`src/rtl/ccf_pkg.sv`:
```
package ccf_pkg;

    typedef enum logic [2:0] {
        OPC_INT   = 3'd0,
        OPC_LOGIC = 3'd1,
        OPC_FLT   = 3'd2,
        OPC_CMPI  = 3'd3,
        OPC_TSTB  = 3'd4,
        OPC_CMPF  = 3'd5
    } opc_e;

    // first member is the most significant bit: carry lands on bit 0
    typedef struct packed {
        logic luf;
        logic lv;
        logic uf;
        logic n;
        logic z;
        logic v;
        logic c;
    } flags_t;

    localparam int          FLAG_N   = 7;
    localparam int          CODE_W   = 5;
    localparam logic [4:0]  CC_RSVD  = 5'd11;
    localparam logic [4:0]  CC_LAST  = 5'd20;

    function automatic logic opc_is_cmp(input logic [2:0] opc);
        return (opc == OPC_CMPI) || (opc == OPC_TSTB) || (opc == OPC_CMPF);
    endfunction

endpackage

```
`src/rtl/ccf_flag_calc.sv`:
```
module ccf_flag_calc
    import ccf_pkg::*;
#(
    parameter int DATA_W = 32,
    parameter int EXP_W  = 8
) (
    input  logic [2:0]        opc,
    input  logic [DATA_W:0]   res_int,
    input  logic              res_carry,
    input  logic [EXP_W-1:0]  flt_exp,
    input  logic [DATA_W-1:0] flt_man,
    input  logic              flt_ovf,
    input  logic              flt_unf,
    output flags_t            cand,
    output logic              known
);
    localparam logic [EXP_W-1:0] EXP_ZERO = {1'b1, {(EXP_W-1){1'b0}}};

    logic int_ovf;
    logic low_zero;
    logic wide_zero;
    logic exact_int;
    logic flt_exc;
    logic flt_zero;

    assign int_ovf   = res_int[DATA_W] ^ res_int[DATA_W-1];
    assign low_zero  = (res_int[DATA_W-1:0] == '0);
    assign wide_zero = low_zero && !res_int[DATA_W];
    assign flt_exc   = flt_ovf | flt_unf;
    assign flt_zero  = (flt_exp == EXP_ZERO);

    always_comb begin
        cand      = '0;
        known     = 1'b1;
        exact_int = 1'b0;
        case (opc)
            OPC_INT, OPC_CMPI: begin
                exact_int = (opc == OPC_CMPI) || int_ovf;
                cand.c    = res_carry;
                cand.v    = int_ovf;
                cand.n    = exact_int ? res_int[DATA_W] : res_int[DATA_W-1];
                cand.z    = exact_int ? wide_zero : low_zero;
            end
            OPC_LOGIC, OPC_TSTB: begin
                cand.n = res_int[DATA_W-1];
                cand.z = low_zero;
            end
            OPC_FLT, OPC_CMPF: begin
                cand.v  = flt_ovf;
                cand.uf = flt_unf;
                cand.z  = !flt_exc && flt_zero;
                cand.n  = flt_man[DATA_W-1] && (flt_exc || !flt_zero);
            end
            default: known = 1'b0;
        endcase
    end

endmodule

```
`src/rtl/ccf_cond_eval.sv`:
```
module ccf_cond_eval
    import ccf_pkg::*;
(
    input  flags_t             f,
    input  logic [CODE_W-1:0]  code,
    input  logic               uncond,
    output logic               truth,
    output logic               bad
);
    logic raw;
    logic unusable;

    assign unusable = (code == CC_RSVD) || (code > CC_LAST);

    always_comb begin
        case (code)
            5'd0:    raw = 1'b1;
            5'd1:    raw = f.c;
            5'd2:    raw = f.c | f.z;
            5'd3:    raw = !(f.c | f.z);
            5'd4:    raw = !f.c;
            5'd5:    raw = f.z;
            5'd6:    raw = !f.z;
            5'd7:    raw = f.n;
            5'd8:    raw = f.n | f.z;
            5'd9:    raw = !(f.n | f.z);
            5'd10:   raw = !f.n;
            5'd12:   raw = !f.v;
            5'd13:   raw = f.v;
            5'd14:   raw = !f.uf;
            5'd15:   raw = f.uf;
            5'd16:   raw = !f.lv;
            5'd17:   raw = f.lv;
            5'd18:   raw = !f.luf;
            5'd19:   raw = f.luf;
            5'd20:   raw = f.z | f.uf;
            default: raw = 1'b0;
        endcase
    end

    assign truth = uncond | raw;
    assign bad   = !uncond && unusable;

endmodule

```
`src/rtl/ccf_unit.sv`:
```
module ccf_unit
    import ccf_pkg::*;
#(
    parameter int DATA_W   = 32,
    parameter int EXP_W    = 8,
    parameter int DST_W    = 5,
    parameter int EXT_BASE = 0,
    parameter int EXT_CNT  = 8
) (
    input  logic              clk,
    input  logic              rst_n,
    input  logic              res_valid,
    input  logic [2:0]        res_opc,
    input  logic [DST_W-1:0]  res_dst,
    input  logic [DATA_W:0]   res_int,
    input  logic              res_carry,
    input  logic [EXP_W-1:0]  flt_exp,
    input  logic [DATA_W-1:0] flt_man,
    input  logic              flt_ovf,
    input  logic              flt_unf,
    input  logic              st_wr,
    input  logic [6:0]        st_wdata,
    input  logic              cond_req,
    input  logic [4:0]        cond_code,
    input  logic              cond_uncond,
    output logic [6:0]        st_flags,
    output logic              cond_true,
    output logic              cond_illegal
);
    localparam int EXT_END = EXT_BASE + EXT_CNT;

    typedef struct packed {
        flags_t flags;
        logic   illegal;
    } state_t;

    state_t st_d, st_q;
    flags_t cand;
    logic   cand_known;
    logic   in_grp;
    logic   upd;
    logic   code_bad;

    ccf_flag_calc #(
        .DATA_W (DATA_W),
        .EXP_W  (EXP_W)
    ) u_calc (
        .opc       (res_opc),
        .res_int   (res_int),
        .res_carry (res_carry),
        .flt_exp   (flt_exp),
        .flt_man   (flt_man),
        .flt_ovf   (flt_ovf),
        .flt_unf   (flt_unf),
        .cand      (cand),
        .known     (cand_known)
    );

    ccf_cond_eval u_eval (
        .f      (st_q.flags),
        .code   (cond_code),
        .uncond (cond_uncond),
        .truth  (cond_true),
        .bad    (code_bad)
    );

    assign in_grp = (int'(res_dst) >= EXT_BASE) && (int'(res_dst) < EXT_END);
    assign upd    = res_valid && cand_known && (in_grp || opc_is_cmp(res_opc));

    always_comb begin
        st_d = st_q;
        if (st_wr) begin
            st_d.flags = flags_t'(st_wdata);
        end else if (upd) begin
            st_d.flags.c   = cand.c;
            st_d.flags.v   = cand.v;
            st_d.flags.z   = cand.z;
            st_d.flags.n   = cand.n;
            st_d.flags.uf  = cand.uf;
            st_d.flags.lv  = st_q.flags.lv  | cand.v;
            st_d.flags.luf = st_q.flags.luf | cand.uf;
        end
        st_d.illegal = cond_req && code_bad;
    end

    always_ff @(posedge clk) begin
        if (!rst_n) begin
            st_q <= '0;
        end else begin
            st_q <= st_d;
        end
    end

    assign st_flags     = st_q.flags;
    assign cond_illegal = st_q.illegal;

endmodule

```
`config.mk`:
```
export PLATFORM = sky130hd
export DESIGN_NAME = ccf_unit
export DESIGN_NICKNAME = d
export VERILOG_FILES = /design/src/rtl/ccf_pkg.sv /design/src/rtl/ccf_flag_calc.sv /design/src/rtl/ccf_cond_eval.sv /design/src/rtl/ccf_unit.sv
export SDC_FILE = /design/constraint.sdc
export NUM_CORES = 1
export LEC_CHECK = 0
export ABC_AREA = 1
export ABC_CLOCK_PERIOD_IN_PS = 2600
export BUFFER_PORTS_ARGS = -buffer_cell sky130_fd_sc_hd__buf_4
export CAP_MARGIN = 20
export CORE_ASPECT_RATIO = 1.5
export CORE_MARGIN = 2
export CORE_UTILIZATION = 40
export CTS_BUF_LIST = sky130_fd_sc_hd__clkbuf_2
export CTS_CLUSTER_DIAMETER = 60
export DETAILED_ROUTE_END_ITERATION = 12
export PLACE_DENSITY = 0.89
export SLEW_MARGIN = 0
export SYNTH_ARGS = -nofsm -noshare
export SYNTH_HDL_FRONTEND = slang
export SYNTH_HIERARCHICAL = 1
export SYNTH_SLANG_ARGS = --single-unit
```
`constraint.sdc`:
```
create_clock -name clk -period 2.6 [get_ports clk]
set_input_delay 0.39 -clock clk [delete_from_list [all_inputs] [get_ports clk]]
set_output_delay 0.39 -clock clk [all_outputs]
set_load 0.005 [all_outputs]
```
=== After elaboration in Yosys (flattened, before gate mapping) ===
Index checks and enable logic that the tools add are counted.
Widths: inputs -> output; s select.

* Register bits: 8
* Latch bits: 0
* RAM bits: 0
* ROM bits: 0
* Bits of input ports: 102
* Output and inout bits: 9
* Word-level logic and storage cells: 88
* Memories kept: 0

* Add/subtract/negate cells: 0
* Multiply operators: 0
* Divide/modulo/power cells: 0
* Magnitude comparators: 2
* Eq/ne operators: 26
* Shifts and indexed selects: 0
* Multiplexer cells: 10
* Bitwise operators: 8
* Reduce and logical (&&, ||, !) cells: 34

{| class="wikitable"
|+ Operators by type and width
! kind !! count
|-
| $eq 5x4->1 const B || 8
|-
| $logic_not 32->1 || 1
|-
| $eq 5x5->1 const B || 5
|-
| $eq 5x3->1 const B || 4
|-
| $pmux 1 s20 || 1
|-
| $mux 7 || 2
|-
| $logic_not 1->1 || 13
|-
| $eq 5x2->1 const B || 2
|-
| $eq 8x8->1 const B || 1
|-
| $logic_and 1x1->1 || 7
|-
| $or 1x1->1 || 7
|-
| $eq 3x2->1 const B || 2
|-
| $eq 3x3->1 const B || 2
|-
| $logic_or 1x1->1 || 6
|-
| $pmux 2 s3 || 1
|-
| $reduce_or 2->1 || 3
|-
| $reduce_or 6->1 || 1
|-
| $eq 5x1->1 const B || 1
|-
| $gt 5x5->1 const B || 1
|-
| $logic_not 5->1 || 1
|-
| $lt 5x4->1 const B || 1
|-
| $mux 1 || 5
|-
| $eq 3x1->1 const B || 1
|-
| $logic_not 3->1 || 1
|-
| other kinds (3) || 3
|}

=== Longest topological paths before layout ===
* Depth in word-level cells: 7
* Mapped depth: 12

=== Modules after synthesis ===
The synthesis kept the hierarchy.

{| class="wikitable"
|+ By module, submodules not included
! module !! times used !! cells an instance !! area an instance (um^2)
|-
| ccf_unit || 1 || 63 || 420.4
|-
| ccf_flag_calc || 1 || 74 || 344.1
|-
| ccf_cond_eval || 1 || 80 || 341.6
|}

=== Worst setup path before layout ===
Ideal clock, no wire load.

* Kind: input-to-output
* Start point: in cond_code[4]
* End point: out cond_true
* Data arrival time: 1054 ps
* Slack: 1156 ps
* Stages: 9
* Path buffers: 1
* Path through: buf_2 inv_1 nor2_1 nand2_1 nand2_1 inv_1 nand3_1 nor2_1 nand3_1

* Word-level cells in the longest chain between the ends: 3
* Elaborated cells on any way between the ends: 22
* Those cells by class: eq/ne: 19; mux: 1; bitwise: 1; reduce/logical: 1

{| class="wikitable"
|+ Ends and longest elaborated chain
! what !! RTL line !! RTL
|-
| start, declared || ccf_unit.sv:24 || <nowiki>input logic [4:0] cond_code,</nowiki>
|-
| $eq 5x5->1, or another cell as far along || ccf_cond_eval.sv:16 || <nowiki>case (code)</nowiki>
|-
| $pmux 1 s20 (*) || ccf_cond_eval.sv:16 ||
|-
| $or 1x1->1 (*) || ccf_cond_eval.sv:41 || <nowiki>assign truth = uncond | raw;</nowiki>
|-
| end, declared || ccf_unit.sv:27 || <nowiki>output logic cond_true,</nowiki>
|}

Mark *: on every way between the ends. The rest lies on a longest branch, timed or not.

=== Worst setup path after layout ===
* Start point: reg st_q, in the netlist st_flags[2]
* End point: out cond_true

* Word-level cells in the longest chain between the ends: 4
* Elaborated cells on any way between the ends: 8
* Those cells by class: mux: 1; bitwise: 4; reduce/logical: 3

{| class="wikitable"
|+ Ends and longest elaborated chain
! what !! RTL line !! RTL
|-
| start, declared || ccf_unit.sv:37 || <nowiki>state_t st_d, st_q;</nowiki>
|-
| start signal, assigned || ccf_unit.sv:90 || <nowiki>st_q <= st_d;</nowiki>
|-
| $or 1x1->1 (on tied branches) || -- ||
|-
| $logic_not 1->1 (on tied branches) || ccf_cond_eval.sv:26, ccf_cond_eval.sv:20 ||
|-
| $pmux 1 s20 (*) || ccf_cond_eval.sv:16 ||
|-
| $or 1x1->1 (*) || ccf_cond_eval.sv:41 ||
|}

Marked as above.

==> out/qor.csv <==
stage,metric,value,unit
status,status,finished clean,
clock_tree,clk_transition_reported_paths,0.07,ns
floorplan,coreArea,2619,µm²
finish,drive_above_1_share,0.3299,
detailed_routing,vias,1602,
synthesis,syn_avg_cell_area,5.081,µm²
finish,finalNetCount,395,
finish,utilization,0.6517,
setup_path,start_kind,flop,
timing,fin_skew,0,ns
power,p_switching,0.1518,mW
clock_tree,htreeDepth,1,
timing,worst_pin_slew,0.3379,ns
timing,period_needed,1.833,ns
power,leakage,0.9557,nW
global_routing,antenna_found_initial,0,
place,gp_congestion,0.9133,
clock_tree,insertion_delay,0.23,ns
power,seqPwrFrac,0.325,
floorplan,io_pins,111,
finish,instances_no_fill,328,
timing,fin_setup_tns,0,ns
detailed_routing,drt_iter0_markers,39,
setup_path,crit_arrival,1.44,ns
clock_tree,cts.sinks,8,
min_path,min_path_type,in -> reg,
clock_tree,cts_setup_buffers,0,
clock_tree,cts_resized,0,
timing,slew_headroom,0.7739,
clock_tree,root_buffer,clkbuf_2,
synthesis,synth_area,1087,µm²
setup_path,path_class,reg -> out,
detailed_routing,ant_nets,0,
setup_path,crit_fanout,5,
floorplan,fp.dieArea,3160,µm²
flow_run,cap_violations,0,
floorplan,die_y,67.86,µm
clock_tree,cts_buffers,3,
global_routing,grt_usage,0.2311,
power,p_int,0.2822,mW
floorplan,fp.dieW,46.57,µm
timing,finalCritPeriodShare,0.7051,
synthesis,synth_fp_nets,316,
floorplan,row_count,23,
power,ir_worst_vdd,122.3,µV
setup_path,crit_required,2.21,ns
clock_tree,clockBufferDepth,2,
place,post-dp-hpwl,2893,µm
detailed_routing,first_pass_iters,6,
setup_path,cp-end-kind,output pin,
place,io_buffers,76,
power,clkPwrFrac,0.165,
power,pwr-share-comb,0.511,
global_routing,grt-ovfl-total,0,
finish,fill_cells,263,
detailed_routing,drcViolationCount,0,
synthesis,yosys_warnings,6,
clock_tree,ctsHoldBuffers,0,
timing,hold_viol,0,
detailed_routing,wl_per_cell,10.09,µm
timing,fmax,545.5,MHz
finish,n_antenna_cell,0,
global_routing,first_global_vias,1557,
global_routing,grt_pass1_wl,5520,µm
timing,rsz0062_at_grt,false,
detailed_routing,via_per_inst,4.884,
timing,maxSlewViolCount,0,
power,switching_share,0.3498,
global_routing,grt_max_degree,10,
finish,area_growth,56.96,%
timing,finalSetupViolations,0,
synthesis,synth_cells,214,
floorplan,start_util,0.4152,
place,place_inst,325,
power,p_total,0.4340,mW
detailed_routing,postRouteWirelength,3310,µm
power,p_per_area,254.3,nW/µm²
clock_tree,cts_tree,done,
through the flow:
step / worst slack (ns) / area [µm²] / hold slack (ns)
6_report: 0.7668 / 1707 / 0.3855
5_1_grt: 0.5737 / 1707 / 0.4083
3_5_place_dp: 0.8294 / 1692 / 0.4950
3_3_place_gp: 0.8431 / 1692 / 0.4809
4_1_cts: 0.8284 / 1707 / 0.3871
2_1_floorplan: 1.156 / 1087 / 0.4684
power groups by stage:
stage / clock [mW] / combinational [mW] / sequential [mW]
2_1_floorplan: 0 / 0.102 / 0.142
3_5_place_dp: 0 / 0.221 / 0.144
5_1_grt: 0.0741 / 0.251 / 0.142
4_1_cts: 0.0720 / 0.222 / 0.141
6_report: 0.0715 / 0.222 / 0.141
3_3_place_gp: 0 / 0.216 / 0.143
final cells by class:
| class | count | area [µm²] | share of cell area |
|---|---|---|---|
| Inverter | 32 | 120.1 | 0.07038 |
| Multi-Input combinational cell | 172 | 794.5 | 0.4655 |
| Tap cell | 37 | 46.29 | 0.02713 |
| Sequential cell | 8 | 160.2 | 0.09384 |
| Timing Repair Buffer | 76 | 570.5 | 0.3343 |
| Clock buffer | 3 | 15.01 | 0.008798 |
cells in the final DEF (no fill, tap or decap), types with 5 or more instances in the layout:
cell	instances
buf_4	76
nand2_1	64
nor2_1	53
inv_1	29
nand3_1	14
dfxtp_1	8
a21oi_1	6
nand2_2	5
o21ai_0	5
nand4_1	5
layer usage:
layer | wire length (µm) | global-route usage | share of wire
met1 | 1096 | 0.2197 | 0.33
met2 | 1884 | 0.4774 | 0.57
met3 | 273 | 0.01319 | 0.082
met4 | 56 | 0.08571 | 0.017
met5 | 0 | 0 | 0
state kept, by name, indices dropped and copies added (netlist names):
name          cells
st_flags          7
cond_illegal      1
critical path, cell delays in order, from the launching register on:
cell and delay (ns):
dfxtp_1 0.35, inv_1 0.13, nand2_1 0.07, nand4_1 0.09
nand2_1 0.05, nor2_1 0.17, nand2_1 0.07, nor2_1 0.09
nand3_1 0.07, buf_4 0.13
path summary, 6_finish.rpt:
| kind | startpoint | to | slack (ns) | depth (start not counted) |
|---|---|---|---|---|
| setup / recovery | st_flags[2] | cond_true | 0.77 | 9 |
| hold / removal | cond_req | cond_illegal | 0.39 | 3 |
| setup reg to reg | st_flags[4] | st_flags[4] | 1.91 | 2 |
| hold reg to reg | st_flags[6] | st_flags[6] | 0.51 | 2 |
No activity file was read; power rests on OpenSTA's default activity.
